**src/rtl/irq_prio_pkg.sv**
```systemverilog
package irq_prio_pkg;
  localparam int NUM_SRC   = 3;
  localparam int VEC_W     = 8;
  localparam int ADDR_W    = 16;
  localparam int DEC_W     = 8;
  localparam int CODE_W    = 3;
  localparam int SEL_W     = 2;
  localparam logic [DEC_W-1:0] PRIO_PORT = 8'hF4;
  localparam int ORD_W     = NUM_SRC * SEL_W;

  typedef struct packed {
    logic [CODE_W-1:0] code;
    logic              ackStb;
    logic              retiStb;
    logic [SEL_W-1:0]  retiSel;
  } irq_ctl_t;

  // Packed order, rank 0 in the low field; source ids timer=0 serial=1 parallel=2
  function automatic logic [ORD_W-1:0] orderOf(input logic [CODE_W-1:0] code);
    case (code)
      3'd1:    orderOf = {2'd2, 2'd0, 2'd1};
      3'd2:    orderOf = {2'd1, 2'd2, 2'd0};
      3'd3:    orderOf = {2'd0, 2'd1, 2'd2};
      3'd4:    orderOf = {2'd1, 2'd0, 2'd2};
      3'd5:    orderOf = {2'd0, 2'd2, 2'd1};
      default: orderOf = {2'd2, 2'd1, 2'd0};
    endcase
  endfunction
endpackage

```
**src/rtl/irq_prio_ctrl.sv**
```systemverilog
module irq_prio_ctrl
  import irq_prio_pkg::*;
(
  input  logic              clk,
  input  logic              rstN,
  input  logic [ADDR_W-1:0] ioAddr,
  input  logic              ioWrEn,
  input  logic [VEC_W-1:0]  ioWrData,
  input  logic              ackValid,
  input  logic              retiValid,
  input  logic [SEL_W-1:0]  retiSel,
  output irq_ctl_t          ctl
);
  localparam int LEGAL_MAX = 5;

  logic [CODE_W-1:0] codeQ;
  logic [CODE_W-1:0] rawCode;
  logic              portHit;

  assign portHit = ioWrEn && (ioAddr[DEC_W-1:0] == PRIO_PORT);
  assign rawCode = ioWrData[CODE_W-1:0];

  // Undefined codes fold onto their low two bits; reset code 0
  always_ff @(posedge clk) begin
    if (!rstN)        codeQ <= '0;
    else if (portHit) codeQ <= (rawCode > CODE_W'(LEGAL_MAX)) ? {1'b0, rawCode[1:0]} : rawCode;
  end

  assign ctl.code    = codeQ;
  assign ctl.ackStb  = ackValid;
  assign ctl.retiStb = retiValid;
  assign ctl.retiSel = retiSel;

  assert_code_legal_R4: assert property (@(posedge clk) disable iff (!rstN)
    codeQ <= CODE_W'(LEGAL_MAX));

  assert_ignore_port_R2: assert property (@(posedge clk) disable iff (!rstN)
    (ioWrEn && ioAddr[DEC_W-1:0] != PRIO_PORT) |=> $stable(codeQ));

  assert_load_port_R2: assert property (@(posedge clk) disable iff (!rstN)
    (ioWrEn && ioAddr[DEC_W-1:0] == PRIO_PORT && ioWrData[2:0] < 3'd6) |=> codeQ == $past(ioWrData[2:0]));
endmodule

```
**src/rtl/irq_prio_datapath.sv**
```systemverilog
module irq_prio_datapath
  import irq_prio_pkg::*;
(
  input  logic                     clk,
  input  logic                     rstN,
  input  irq_ctl_t                 ctl,
  input  logic [NUM_SRC-1:0]       srcPend,
  input  logic [NUM_SRC*VEC_W-1:0] srcVec,
  input  logic                     extPend,
  input  logic [VEC_W-1:0]         extVec,
  output logic                     intReq,
  output logic                     extEnIn,
  output logic [NUM_SRC:0]         ackGrant,
  output logic [VEC_W-1:0]         ackVec
);
  logic [ORD_W-1:0]   ordPack;
  logic [NUM_SRC-1:0] inSvc;
  logic [NUM_SRC-1:0] winInt;
  logic               anyInt;
  logic               extReq;
  logic [NUM_SRC:0]   winAll;
  logic [VEC_W-1:0]   vecTerm [NUM_SRC+1];

  assign ordPack = orderOf(ctl.code);

  // Walk the ranks: first unblocked pending source wins; in-service blocks below
  always_comb begin
    logic             blk;
    logic [SEL_W-1:0] s;
    blk    = 1'b0;
    winInt = '0;
    anyInt = 1'b0;
    for (int p = 0; p < NUM_SRC; p++) begin
      s = ordPack[p*SEL_W +: SEL_W];
      if (!anyInt && !blk && srcPend[s] && !inSvc[s]) begin
        winInt[s] = 1'b1;
        anyInt    = 1'b1;
      end
      blk = blk | inSvc[s];
    end
  end

  // External chain sits behind every internal source
  assign extEnIn  = ~(|srcPend) & ~(|inSvc);
  assign extReq   = extPend & extEnIn;
  assign winAll   = {extReq & ~anyInt, winInt};
  assign intReq   = anyInt | extReq;
  assign ackGrant = ctl.ackStb ? winAll : '0;

  // In-service flags; code changes never touch them
  always_ff @(posedge clk) begin
    if (!rstN) inSvc <= '0;
    else begin
      for (int g = 0; g < NUM_SRC; g++) begin
        if (ctl.ackStb && winInt[g])                              inSvc[g] <= 1'b1;
        else if (ctl.retiStb && ctl.retiSel == SEL_W'(g))         inSvc[g] <= 1'b0;
      end
    end
  end

  genvar g;
  generate
    for (g = 0; g < NUM_SRC; g++) begin : g_vec
      assign vecTerm[g] = srcVec[g*VEC_W +: VEC_W] & {VEC_W{ackGrant[g]}};

      assert_ack_marks_R8: assert property (@(posedge clk) disable iff (!rstN)
        ackGrant[g] |=> inSvc[g]);

      assert_reti_clears_R9: assert property (@(posedge clk) disable iff (!rstN)
        (ctl.retiStb && ctl.retiSel == SEL_W'(g) && !ackGrant[g]) |=> !inSvc[g]);
    end
  endgenerate
  assign vecTerm[NUM_SRC] = extVec & {VEC_W{ackGrant[NUM_SRC]}};

  always_comb begin
    ackVec = '0;
    for (int k = 0; k <= NUM_SRC; k++) ackVec = ackVec | vecTerm[k];
  end

  assert_grant_onehot_R7: assert property (@(posedge clk) disable iff (!rstN)
    $onehot0(ackGrant));

  assert_ext_below_R5: assert property (@(posedge clk) disable iff (!rstN)
    ackGrant[NUM_SRC] |-> (srcPend == '0 && inSvc == '0));

  assert_quiet_R6: assert property (@(posedge clk) disable iff (!rstN)
    (srcPend == '0 && !extPend) |-> !intReq);

  assert_grant_needs_req_R7: assert property (@(posedge clk) disable iff (!rstN)
    (ackValid_any(ackGrant)) |-> intReq);

  function automatic logic ackValid_any(input logic [NUM_SRC:0] gr);
    return |gr;
  endfunction
endmodule

```
**src/rtl/irq_prio_router.sv**
```systemverilog
module irq_prio_router
  import irq_prio_pkg::*;
(
  input  logic         clk,
  input  logic         rstN,
  input  logic [15:0]  ioAddr,
  input  logic         ioWrEn,
  input  logic [7:0]   ioWrData,
  input  logic [2:0]   srcPend,
  input  logic [23:0]  srcVec,
  input  logic         extPend,
  input  logic [7:0]   extVec,
  input  logic         ackValid,
  input  logic         retiValid,
  input  logic [1:0]   retiSel,
  output logic         intReq,
  output logic         extEnIn,
  output logic [3:0]   ackGrant,
  output logic [7:0]   ackVec
);
  irq_ctl_t ctl;

  irq_prio_ctrl u_ctrl (
    .clk(clk), .rstN(rstN), .ioAddr(ioAddr), .ioWrEn(ioWrEn), .ioWrData(ioWrData),
    .ackValid(ackValid), .retiValid(retiValid), .retiSel(retiSel), .ctl(ctl)
  );

  irq_prio_datapath u_dp (
    .clk(clk), .rstN(rstN), .ctl(ctl), .srcPend(srcPend), .srcVec(srcVec),
    .extPend(extPend), .extVec(extVec), .intReq(intReq), .extEnIn(extEnIn),
    .ackGrant(ackGrant), .ackVec(ackVec)
  );
endmodule

```
**config.mk**
```make
export PLATFORM = sky130hd
export DESIGN_NAME = irq_prio_router
export DESIGN_NICKNAME = d
export VERILOG_FILES = /design/src/rtl/irq_prio_pkg.sv /design/src/rtl/irq_prio_ctrl.sv /design/src/rtl/irq_prio_datapath.sv /design/src/rtl/irq_prio_router.sv
export SDC_FILE = /design/constraint.sdc
export NUM_CORES = 1
export LEC_CHECK = 0
export BUFFER_PORTS_ARGS = -buffer_cell sky130_fd_sc_hd__buf_2
export CORE_MARGIN = 3
export CORE_UTILIZATION = 41
export CTS_CLUSTER_SIZE = 14
export DETAILED_ROUTE_END_ITERATION = 8
export PLACE_DENSITY = 0.78
export SLEW_MARGIN = 15
export SYNTH_ARGS = -nofsm -noshare
export SYNTH_HDL_FRONTEND = slang
export SYNTH_SLANG_ARGS = --single-unit
export TNS_END_PERCENT = 50
```
**constraint.sdc**
```tcl
create_clock -name clk -period 2.9 [get_ports clk]
set_input_delay 0.435 -clock clk [delete_from_list [all_inputs] [get_ports clk]]
set_output_delay 0.435 -clock clk [all_outputs]
set_load 0.02 [all_outputs]
```
==> summary.md <==
| Metric | Value |
|---|---|
| Run status | completed |
| Synth Register Bits | 6 |
| Pwr Density | 187.8 nW/um2 |
| Worst r2r path cells | 13 |
| Detailed placement HPWL | 2839 um |
| Max_slew headroom | 0.4686 |
| Area growth from synthesis to layout | 60.46% |
| Initial antenna violation count | 0 |
| Largest net degree at the start of global routing | 15 |
| Post-layout min period | 2.887 ns |
| Reg area | 131.4 um2 |
| Total power | 346.2 uW |
| Hold Crit Depth | 3 |
| Clk_lat worst skew | 0.24 ns |
| Ys flop type | dfxtp_1 |
| Clock Tree Root | clkbuf_4 |
| Crit. End Element | primary output |
| Multi-input logic area | 978.4 um2 |
| HP Class | in2reg |
| Mapped Avg Cell Area | 8.146 um2 |
| DIE AREA | 3473 um2 |
| Post-Syn Area | 1149 um2 |
| Measured slew at the worst slew-check pin | 0.7898 ns |
| First-pass GRT wire length | 5437 um |
| Largest stage delay on the critical path | 0.36 ns |
| Ratio of cells with drive above 1 in the final layout | 0.5328 |
| Slew Limit Fails | 0 |
| Number of synthesized flops with an enable pin | 0 |
| Instance count of the mapped netlist | 141 |
| Grt ovf | 0 |
| Nets | 298 |
| Vias post-DR | 1593 |
| Row count | 18 |
| Peak VDD IR | 213.5 uV |
| CP required | 2.47 ns |
| Synth warn | 0 |
| Crit path capture | ackVec[1] |
| Core box area | 2567 um2 |
| H-tree Lvls | 1 |
| Most common cell after layout, fill and taps aside | buf_2 |
| Flop-to-flop setup slack | 0.43 ns |
| Area after DPL | 1543 um2 |
| Post-route ant nets | 0 |
| Drt via density | 6.151 |
| Slowest cell on crit path | dfxtp_4 |
| All-Layer GR Usage | 0.1916 |
| Netlist cell types | 60 |
| Avg WL per Cell | 16.36 um |
| Syn nets | 208 |
| # IOs | 81 |
| CTS max path bufs | 2 |
| Hold Fails Final Rpt | 0 |
| Vias in the first global route | 1265 |
| DRC | 0 |
| Placer Congestion | 0.9767 |
| Async set-or-reset flop fraction in the synthesized netlist | 0 |
| Critical path type | reg2out |
| Final core occ | 0.7178 |
| Initial core utilization | 0.4474 |
| F_max | 0.3464 GHz |
| Leakage | 0.0008540 uW |
| Fin Setup TNS | 0 ns |
| Post-CTS Hold Fix Bufs | 0 |
| Sink Count | 6 |
| WL final | 4236 um |
| Clock-pin slew on the worst setup and hold paths | 0.04 ns |
| Critical Path AT | 2.45 ns |
| FILL cells | 194 |
| Crit-path cells | buf_4, clkbuf_16, nand3b_1, a21boi_4, o311ai_4, nand4_1, a41oi_4, buf_6, a221o_1, buf_2 |
| Final Setup Violations | 0 |
| Pre-antenna DRT Iters | 5 |
| Ant. Diodes | 0 |
| Crit start category | flop |
| Maxcap violations | 0 |
| DRT iter0 DRCs | 135 |
| RR Startpoint | u_ctrl.codeQ[2]$_SDFFE_PN0P_ |
| CTS tree | yes |
| Cts bufs inserted | 3 |
| Finished Cell Area | 1843 um2 |
| Horiz. Die Dim | 58.93 um |
| Most frequent cells in the layout | buf_2 (60), buf_4 (19), inv_1 (14) |
| Port Buffers | 67 |
| Crit share post-route | 0.9956 |
| Worst-case clock skew | 0.007569 ns |
| Register area share after synthesis | 0.1046 |
| Origin of the worst setup path | u_ctrl.codeQ[2]$_SDFFE_PN0P_ |
| Critical-path maximum fanout | 6 |
| Critical R2R Capture | u_dp.inSvc[1]$_SDFFE_PN0P_ |
| Chip height | 58.93 um |
## through the flow
step | setup slack, ns | instances | hold slack, ns
2_1_floorplan | 0.1723 | 141 | 0.5525
3_3_place_gp | 0.07368 | 241 | 0.5705
3_5_place_dp | 0.08260 | 241 | 0.6161
4_1_cts | 0.003833 | 247 | 0.4652
5_1_grt | -0.06660 | 259 | 0.4726
6_report | 0.01279 | 259 | 0.4634
## flip-flops by register name, indices dropped and copies added, names as in the netlist
signal / flops
u_ctrl.codeQ: 3
u_dp.inSvc: 3
## worst max-delay path: cells and delay by family (launching register included)
family | cells | cell delay (ns)
buf+inv | 4 | 0.60
compound gates | 4 | 0.83
flops | 1 | 0.36
simple gates | 2 | 0.41
## cells in the mapped netlist (3+ instances only)
| cell | n | share of area |
|---|---|---|
| nand2_1 | 9 | 0.029 |
| mux2i_1 | 3 | 0.026 |
| nand3_1 | 3 | 0.013 |
| nor2_1 | 7 | 0.023 |
| dfxtp_1 | 6 | 0.10 |
| a21oi_1 | 4 | 0.017 |
| inv_1 | 14 | 0.046 |
| o21a_1 | 4 | 0.026 |
| nor2b_1 | 4 | 0.022 |
| nor3_1 | 3 | 0.013 |
| a221o_1 | 8 | 0.070 |
| a22oi_1 | 8 | 0.052 |
| o21ai_0 | 10 | 0.044 |
## logic make-up after synthesis
| kind of cell | Yosys count | synth area share |
|---|---|---|
| DFF | 6 | 0.1046 |
| and+or+nand+nor | 54 | 0.3072 |
| AOI/OAI and AO/OA | 54 | 0.4227 |
| xor gates and xnor gates | 3 | 0.03596 |
| buffers and inverters | 21 | 0.1035 |
| muxes | 3 | 0.02614 |
## power breakdown
group          internal [uW]  total (uW)  switching [uW]
Clock                   46.7        74.9            28.2
Sequential              82.5        87.7            5.23
Combinational           95.4         184            88.1
Total                    225         346             122
## layout make-up
cell class                 instances  area share
clock buffer                       3     0.01222
tap                               30     0.02037
multi-input combinational        114      0.5309
inverter                          14     0.02851
timing repair buffer              92      0.3367
sequential                         6     0.07128
## worst min-delay path by stage
stage / start / endpoint
6_report: ioWrData[2] / u_ctrl.codeQ[2]$_SDFFE_PN0P_
5_1_grt: rstN / u_dp.inSvc[1]$_SDFFE_PN0P_
4_1_cts: ioWrData[2] / u_ctrl.codeQ[2]$_SDFFE_PN0P_
3_5_place_dp: u_ctrl.codeQ[1]$_SDFFE_PN0P_ / u_ctrl.codeQ[1]$_SDFFE_PN0P_
3_3_place_gp: u_ctrl.codeQ[1]$_SDFFE_PN0P_ / u_ctrl.codeQ[1]$_SDFFE_PN0P_
2_1_floorplan: rstN / u_dp.inSvc[0]$_SDFFE_PN0P_
## what timing repair did
| item | 4_1_cts | 5_1_grt |
|---|---|---|
| buffers inserted | 3 | 11 |
| pin swaps | 3 | 19 |
| gates cloned | 0 | 1 |
| setup endpoints to repair | 9 | 9 |
| gates resized for setup | 3 | 36 |
## layer usage
metal  vias to the layer above  global-route usage  share of wire
li1                        730                   -              -
met3                        12            0.008772          0.086
met1                       752              0.2632           0.36
met2                        99              0.3328           0.53
met4                         0             0.03560          0.027
met5                         -                   0              0
Note: power is estimated with default switching activity, not from simulation.
